==> config.mk <==
export PLATFORM = sky130hd
export DESIGN_NAME = swallow_ctrl
export DESIGN_NICKNAME = d
export VERILOG_FILES = /design/src/rtl/swallow_pkg.sv /design/src/rtl/swallow_prog_regs.sv /design/src/rtl/swallow_main_cnt.sv /design/src/rtl/swallow_aux_cnt.sv /design/src/rtl/swallow_ctrl.sv
export SDC_FILE = /design/constraint.sdc
export NUM_CORES = 1
export LEC_CHECK = 0
export BUFFER_PORTS_ARGS = -buffer_cell sky130_fd_sc_hd__buf_2
export CORE_MARGIN = 10
export CORE_UTILIZATION = 30
export CTS_BUF_LIST = sky130_fd_sc_hd__clkbuf_8
export DETAILED_ROUTE_END_ITERATION = 8
export SYNTH_ARGS = -nofsm -noshare
export SYNTH_HDL_FRONTEND = slang
export SYNTH_SLANG_ARGS = --single-unit
export TNS_END_PERCENT = 5
==> constraint.sdc <==
create_clock -name clk -period 5.2 [get_ports clk]
set_input_delay 0.26 -clock clk [delete_from_list [all_inputs] [get_ports clk]]
set_output_delay 0.26 -clock clk [all_outputs]
set_load 0.05 [all_outputs]
==> src/rtl/swallow_pkg.sv <==
// Package: shared definitions for the swallow controller.
// Assumes nothing beyond being compiled before the modules that import it.
package swallow_pkg;

    // Level of the modulus-control line and the divide ratio it selects.
    typedef enum logic {
        MC_SWALLOW = 1'b0,  // prescaler divides by P+1
        MC_BASE    = 1'b1   // prescaler divides by P
    } mc_level_e;

    // Pick the modulus level for a given remaining swallow count.
    function automatic mc_level_e level_for(input logic swallow_left);
        return swallow_left ? MC_SWALLOW : MC_BASE;
    endfunction

endpackage

==> src/rtl/swallow_prog_regs.sv <==
// Holding registers for N and A, written through the parallel load port.
// With CLAMP_A set, an A above N is stored as N, so the swallow count never outlasts the main count.
// Assumes AW <= NW.
module swallow_prog_regs #(
    parameter int NW      = 8,
    parameter int AW      = 8,
    parameter int N_RST   = 4,
    parameter int A_RST   = 1,
    parameter bit CLAMP_A = 1'b1
) (
    input  logic          clk,
    input  logic          rst_n,
    input  logic          ld_en,
    input  logic [NW-1:0] ld_n,
    input  logic [AW-1:0] ld_a,
    output logic [NW-1:0] hold_n,
    output logic [AW-1:0] hold_a
);

    logic [AW-1:0] a_in;

    // Choose the A value to store: clamped to N or taken as written.
    generate
        if (CLAMP_A) begin : g_clamp
            assign a_in = (NW'(ld_a) > ld_n) ? AW'(ld_n) : ld_a;
        end else begin : g_raw
            assign a_in = ld_a;
        end
    endgenerate

    // Capture new N and A on a load edge; reset restores the defaults.
    always_ff @(posedge clk) begin
        if (!rst_n) begin
            hold_n <= NW'(N_RST);
            hold_a <= AW'(A_RST);
        end else if (ld_en) begin
            hold_n <= ld_n;
            hold_a <= a_in;
        end
    end

endmodule

==> src/rtl/swallow_main_cnt.sv <==
// Main down-counter: counts the N prescaler periods of one division cycle.
// `last` flags the final period, and the counter reloads from the held N on that edge.
// Assumes the held N is at least 1.
module swallow_main_cnt #(
    parameter int NW    = 8,
    parameter int N_RST = 4
) (
    input  logic          clk,
    input  logic          rst_n,
    input  logic [NW-1:0] hold_n,
    output logic [NW-1:0] n_rem,
    output logic          last
);

    assign last = (n_rem == NW'(1));

    // Count down one per prescaler period; reload at the cycle end.
    always_ff @(posedge clk) begin
        if (!rst_n) begin
            n_rem <= NW'(N_RST);
        end else if (last) begin
            n_rem <= hold_n;
        end else begin
            n_rem <= n_rem - NW'(1);
        end
    end

endmodule

==> src/rtl/swallow_aux_cnt.sv <==
// Swallow down-counter and modulus-control register.
// The modulus line is low while swallow periods remain and high once they are used up.
// Both reload with the main counter. Assumes the held A does not exceed the held N.
module swallow_aux_cnt
    import swallow_pkg::*;
#(
    parameter int AW    = 8,
    parameter int A_RST = 1
) (
    input  logic          clk,
    input  logic          rst_n,
    input  logic          last,
    input  logic [AW-1:0] hold_a,
    output logic [AW-1:0] a_rem,
    output logic          mod_hi
);

    mc_level_e level_q;

    assign mod_hi = (level_q == MC_BASE);

    // Step the swallow count and set the modulus level for the next period.
    always_ff @(posedge clk) begin
        if (!rst_n) begin
            a_rem   <= AW'(A_RST);
            level_q <= level_for(A_RST != 0);
        end else if (last) begin
            a_rem   <= hold_a;
            level_q <= level_for(hold_a != '0);
        end else if (a_rem != '0) begin
            a_rem   <= a_rem - AW'(1);
            level_q <= level_for(a_rem != AW'(1));
        end
    end

endmodule

==> src/rtl/swallow_ctrl.sv <==
// Top of the swallow controller. It is clocked by the prescaler output.
// Drives the modulus line and emits one feedback strobe per N-period division cycle.
// Assumes the held N >= 2 and A <= N.
module swallow_ctrl #(
    parameter int NW      = 8,
    parameter int AW      = 8,
    parameter int N_RST   = 4,
    parameter int A_RST   = 1,
    parameter bit CLAMP_A = 1'b1
) (
    input  logic          clk,
    input  logic          rst_n,
    input  logic          ld_en,
    input  logic [NW-1:0] ld_n,
    input  logic [AW-1:0] ld_a,
    output logic          mod_hi,
    output logic          fb_strobe
);

    logic [NW-1:0] hold_n;
    logic [AW-1:0] hold_a;
    logic [NW-1:0] n_rem;
    logic [AW-1:0] a_rem;
    logic          last;

    swallow_prog_regs #(
        .NW(NW), .AW(AW), .N_RST(N_RST), .A_RST(A_RST), .CLAMP_A(CLAMP_A)
    ) u_regs (
        .clk(clk), .rst_n(rst_n), .ld_en(ld_en), .ld_n(ld_n), .ld_a(ld_a),
        .hold_n(hold_n), .hold_a(hold_a)
    );

    swallow_main_cnt #(.NW(NW), .N_RST(N_RST)) u_main (
        .clk(clk), .rst_n(rst_n), .hold_n(hold_n), .n_rem(n_rem), .last(last)
    );

    swallow_aux_cnt #(.AW(AW), .A_RST(A_RST)) u_aux (
        .clk(clk), .rst_n(rst_n), .last(last), .hold_a(hold_a),
        .a_rem(a_rem), .mod_hi(mod_hi)
    );

    // Register the cycle-end flag as the feedback strobe for the next period.
    always_ff @(posedge clk) begin
        if (!rst_n) begin
            fb_strobe <= 1'b0;
        end else begin
            fb_strobe <= last;
        end
    end

endmodule

## Word-level counts from Yosys, hierarchy flattened

Cells that the tools add are included.

| storage, ports and cells | value |
|---|---|
| register bits | 34 |
| bits in latches | 0 |
| RAM bits | 0 |
| bits in read-only memories | 0 |
| input port bits | 19 |
| output and inout port bits | 2 |
| logic and storage cells | 22 |
| memories kept | 0 |

| cells by class | value |
|---|---|
| $add $sub $neg | 2 |
| multipliers | 0 |
| div/mod/pow operators | 0 |
| $lt $le $gt $ge | 1 |
| eq/ne operators | 2 |
| shift-type cells | 0 |
| mux-type cells | 8 |
| bitwise gates (word level) | 0 |
| reduce and logical (&&, ||, !) cells | 3 |

Operators with widths:

| kind | number |
|---|---|
| $mux 8 | 4 |
| $reduce_bool 8->1 | 2 |
| $sub 8x1->8 const B | 2 |
| $eq 8x1->1 const B | 1 |
| $gt 8x8->1 | 1 |
| $ne 8x1->1 const B | 1 |
| $mux 1 | 4 |
| $reduce_bool 2->1 | 1 |

## Longest topological paths before layout

| logic depth | value |
|---|---|
| depth after elaboration | 4 |
| depth in mapped cells | 8 |
| gate-level depth less buffers | 7 |

## Hierarchy

Synthesis repeated with hierarchy kept, for this count alone.

| unflattened totals | value |
|---|---|
| cells, all modules | 204 |
| area total of the unflattened synthesis | 1948.1 µm² |

Modules (own cells, without submodules):

| module | times used | cells an instance | area an instance (µm²) | sequential area each (µm²) |
|---|---|---|---|---|
| swallow_prog_regs | 1 | 92 | 949.7 | 320.3 |
| swallow_aux_cnt | 1 | 61 | 523.0 | 180.2 |
| swallow_main_cnt | 1 | 49 | 449.2 | 160.2 |
| swallow_ctrl | 1 | 2 | 26.3 | 20.0 |

## Worst setup path after synthesis

No wires, ideal clock.

| path | value |
|---|---|
| path type | in2reg |
| from | input port ld_n[1] |
| to | register u_regs.hold_a[1] |
| setup time | 0.147 ns |
| arrival time | 1.674 ns |
| data required time | 5.053 ns |
| path slack | 3.379 ns |
| cell stages on the path | 8 |
| path buffers | 1 |
| cells stage by stage | inv_1 -> ha_1 -> nor2b_1 -> o211ai_1 -> a211oi_2 -> or2_2 -> clkbuf_1 -> a311oi_1 |

| on the way | value |
|---|---|
| cells in the longest elaborated chain, start to end | 2 |

Ends and longest elaborated chain:

| what | RTL line | RTL |
|---|---|---|
| start: declaration | swallow_ctrl.sv:14 | `input logic [NW-1:0] ld_n,` |
| $gt 8x8->1 | swallow_prog_regs.sv:25 | `assign a_in = (NW'(ld_a) > ld_n) ? AW'(ld_n) : ld_a;` |
| $mux 8 * | swallow_prog_regs.sv:25 |  |
| end signal: assignment | swallow_prog_regs.sv:35 | `hold_a <= AW'(A_RST);` |
| end signal: assignment | swallow_prog_regs.sv:38 | `hold_a <= a_in;` |
| end: declaration | swallow_prog_regs.sv:17 | `output logic [AW-1:0] hold_a` |

Every way passes the cells marked *; elsewhere a longest branch is shown, timed or not.
A chain may end at the register's enable or synchronous reset.

## Worst setup path after layout

| path | value |
|---|---|
| from | register u_main.n_rem[3] |
| to | register u_aux.level_q (netlist: u_aux.mod_hi) |

| on the way | value |
|---|---|
| cells in the longest elaborated chain, start to end | 2 |
| elaborated cells between the ends (all ways) | 3 |
| those cells by class | eq/ne (1); mux (1); reduce/logical (1) |

Ends and longest elaborated chain:

| what | RTL line | RTL |
|---|---|---|
| start: declaration | swallow_main_cnt.sv:11 | `output logic [NW-1:0] n_rem,` |
| start signal: assignment | swallow_main_cnt.sv:20 | `n_rem <= NW'(N_RST);` |
| start signal: assignment | swallow_main_cnt.sv:22 | `n_rem <= hold_n;` |
| start signal: assignment | swallow_main_cnt.sv:24 | `n_rem <= n_rem - NW'(1);` |
| $eq 8x1->1 * | swallow_main_cnt.sv:15 | `assign last = (n_rem == NW'(1));` |
| $mux 1 or $reduce_bool 2->1 (tied branches) | -- |  |
| end signal: assignment | swallow_aux_cnt.sv:26 | `level_q <= level_for(A_RST != 0);` |
| end signal: assignment | swallow_aux_cnt.sv:29 | `level_q <= level_for(hold_a != '0);` |
| end signal: assignment | swallow_aux_cnt.sv:32 | `level_q <= level_for(a_rem != AW'(1));` |
| end: declaration | swallow_aux_cnt.sv:18 | `mc_level_e level_q;` |

Marked as above.

==> results.toml <==
[synth]
yosys-top-cells-area = "dfxtp_1, ha_1, nor2_1"
syn_avg_cell_area_sq_um = 9.00
syn-instance-count = 204
yosys_warnings = 0
ys_seq_area_share_pct = 37.1
yosysTopAreaCell = "dfxtp_1"
syn_area_sq_um = 1840
async_flop_share_pct = 0
ys.flop_type = "dfxtp_1"
ys_types = 38
synth-edff-count = 0
ys_ff_latch = 34
synth_top_area_share_pct = 37.1
synth.net_count = 236

[clocking]
postCtsSetupRepairBufs = 0
cts.path.max_buffers = 2
ctsHtreeMaxLevel = 2
cts_root_buf = "clkbuf_8"
cts_hold_buf = 0
tritoncts = "built"
cts.sinks = 34
clk_pin_slew_worst_paths_ps = 80
clock_latency_ps = 290
cts_resized = 0
cts_buffers = 5

[layout]
drive_above_1_share_pct = 17.6
antenna_cells = 0
nets = 253
area_delta_synth_final_pct = 13.8

[die]
initial_core_util_pct = 31.0
dieArea_sq_um = 9650
top_level_ports = 21
core_sq_um = 5920
rows = 28
fp.dieH_microns = 98.2
fp.dieW_microns = 98.2

[timing]
worstMarginPinSlew_ps = 1100
period_share_pct = 44.4
fin_crit_ps = 2310
setup_violations = 0
hold_viol = 0
finalSetupTns_ps = 0
slew_headroom_pct = 26.3
max_freq_ghz = 0.433
slew_violations = 0
rsz0062_at_grt = "no"
clock_skew_ps = 2.70

[worst_setup_path]
worstPathMaxFanout = 11
crit_type = "register to register"
end_kind = "register"
r2r_slack_ps = 2890
critPathRequiredTime_ps = 5360
cp_data_arrival_time_ps = 2470
start_kind = "register"

[pwr]
vdd_ir_drop_max_uv = 197
p_total_mw = 1.02
power_density_nw_per_um2 = 489
p_leak_nw = 0.875

[placed_design]
port_buffers = 20
gp_congestion = 0.763
post-dp-hpwl_mm = 3.14

[grt]
antenna_found_initial = 0
grt.overflow.total = 0
grt_pass1_wl_mm = 7.40
grt_pass1_vias = 1499
grt_max_degree = 33
grt.total_usage_pct = 9.14

[hold_path]
worstHoldPathType = "input port to register"

[route]
wl_per_cell_microns = 14.5
via_per_inst = 5.14
firstDrtPassIters = 4
drc = 0
finalWirelength_mm = 4.31
drt-initial-drc-count = 66
num_vias = 1527
detail-route-antenna-nets = 0

[status]
status = "finished clean"

[flow_run]
maxCapViolations = 0
==> Yosys cell counts (2+ instances only) <==
master	number
a22oi_1	4
nand3_1	2
nand2_1	6
nor2_1	31
inv_1	13
nor4b_1	8
clkbuf_1	5
o211ai_1	3
a311oi_1	8
a211oi_2	6
xor2_1	6
nand4_1	2
nand3b_1	2
a21oi_1	6
mux2i_1	10
nor4_1	4
buf_1	2
nor3_1	6
xnor2_1	3
o21ai_0	10
nand2b_1	2
buf_6	2
nor2b_1	3
dfxtp_1	34
ha_1	13
==> cells in the final DEF, fill, tap and decap left out, types with 4 or more instances in the layout <==
master,n
nor2_1,31
a22oi_1,4
a311oi_1,8
dfxtp_1,34
o21ai_0,10
xor2_1,6
clkbuf_8,5
inv_1,13
a211oi_2,6
a21oi_1,6
buf_2,20
nand2_1,6
nor4_1,4
nor3_1,6
nor4b_1,8
ha_1,13
mux2i_1,10
==> report_power, final <==
| group | internal [mW] | total (mW) | switching [mW] |
|---|---|---|---|
| combinational | 0.178 | 0.388 | 0.210 |
| clock | 0.143 | 0.249 | 0.106 |
| sequential | 0.327 | 0.385 | 0.0586 |
==> worst paths after layout <==
kind | start | to | depth (start not counted)
setup / recovery | u_main.n_rem[3] | u_aux.mod_hi | 5
hold / removal | ld_n[5] | u_regs.hold_n[5] | 3
setup reg to reg | u_main.n_rem[3] | u_aux.mod_hi | 5
hold reg to reg | u_main.n_rem[7] | u_main.n_rem[7] | 1
==> through the flow <==
stage	util [%]	worst slack, ps	hold slack (ps)	area [sq um]	cells
after floorplan	-	3380	402	1840	204
after global placement	33.4	3040	456	1980	289
after detailed placement	33.4	2920	484	1980	289
after CTS	35.3	2910	215	2090	297
after global routing	35.3	2760	246	2090	297
final	35.3	2890	220	2090	297
==> sequential cells by signal, indices dropped and copies added (netlist names) <==
name           cells
u_main.n_rem       8
fb_strobe          1
u_aux.a_rem        8
u_regs.hold_n      8
u_aux.mod_hi       1
u_regs.hold_a      8
==> layout make-up <==
| class | count | area [sq um] |
|---|---|---|
| clock inverter | 3 | 45.0 |
| timing repair buffer | 20 | 100 |
| multi-input combinational | 147 | 1050 |
| fill | 612 | 3830 |
| sequential | 34 | 681 |
| inverter | 13 | 48.8 |
| clock buffer | 5 | 68.8 |
| tap | 75 | 93.8 |
==> layer usage <==
| layer | global-route usage, % | wire, microns | vias to the layer above |
|---|---|---|---|
| met2 | 12.8 | 1780 | 36 |
| met5 | 0 | 0 | - |
| met4 | 3.64 | 70 | 0 |
| met1 | 12.5 | 2260 | 711 |
| li1 | - | - | 773 |
| met3 | 2.89 | 200 | 7 |
==> cells by family after synthesis <==
kind of cell    Yosys count  synth area share [%]
simple gates             71                  20.3
compound gates           43                  17.8
flops                    34                  37.1
buf+inv                  23                  5.59
fa+ha+maj                13                  8.86
mux                      11                  6.07
xor+xnor                  9                  4.29
==> critical path, stage by stage (launching register included) <==
cell and delay [ps]:
dfxtp_1 330, or4_4 560, nor3_1 890, nor4_1 150, a31oi_1 190, nor2_1 50
No activity file was read; power rests on OpenSTA's default activity.
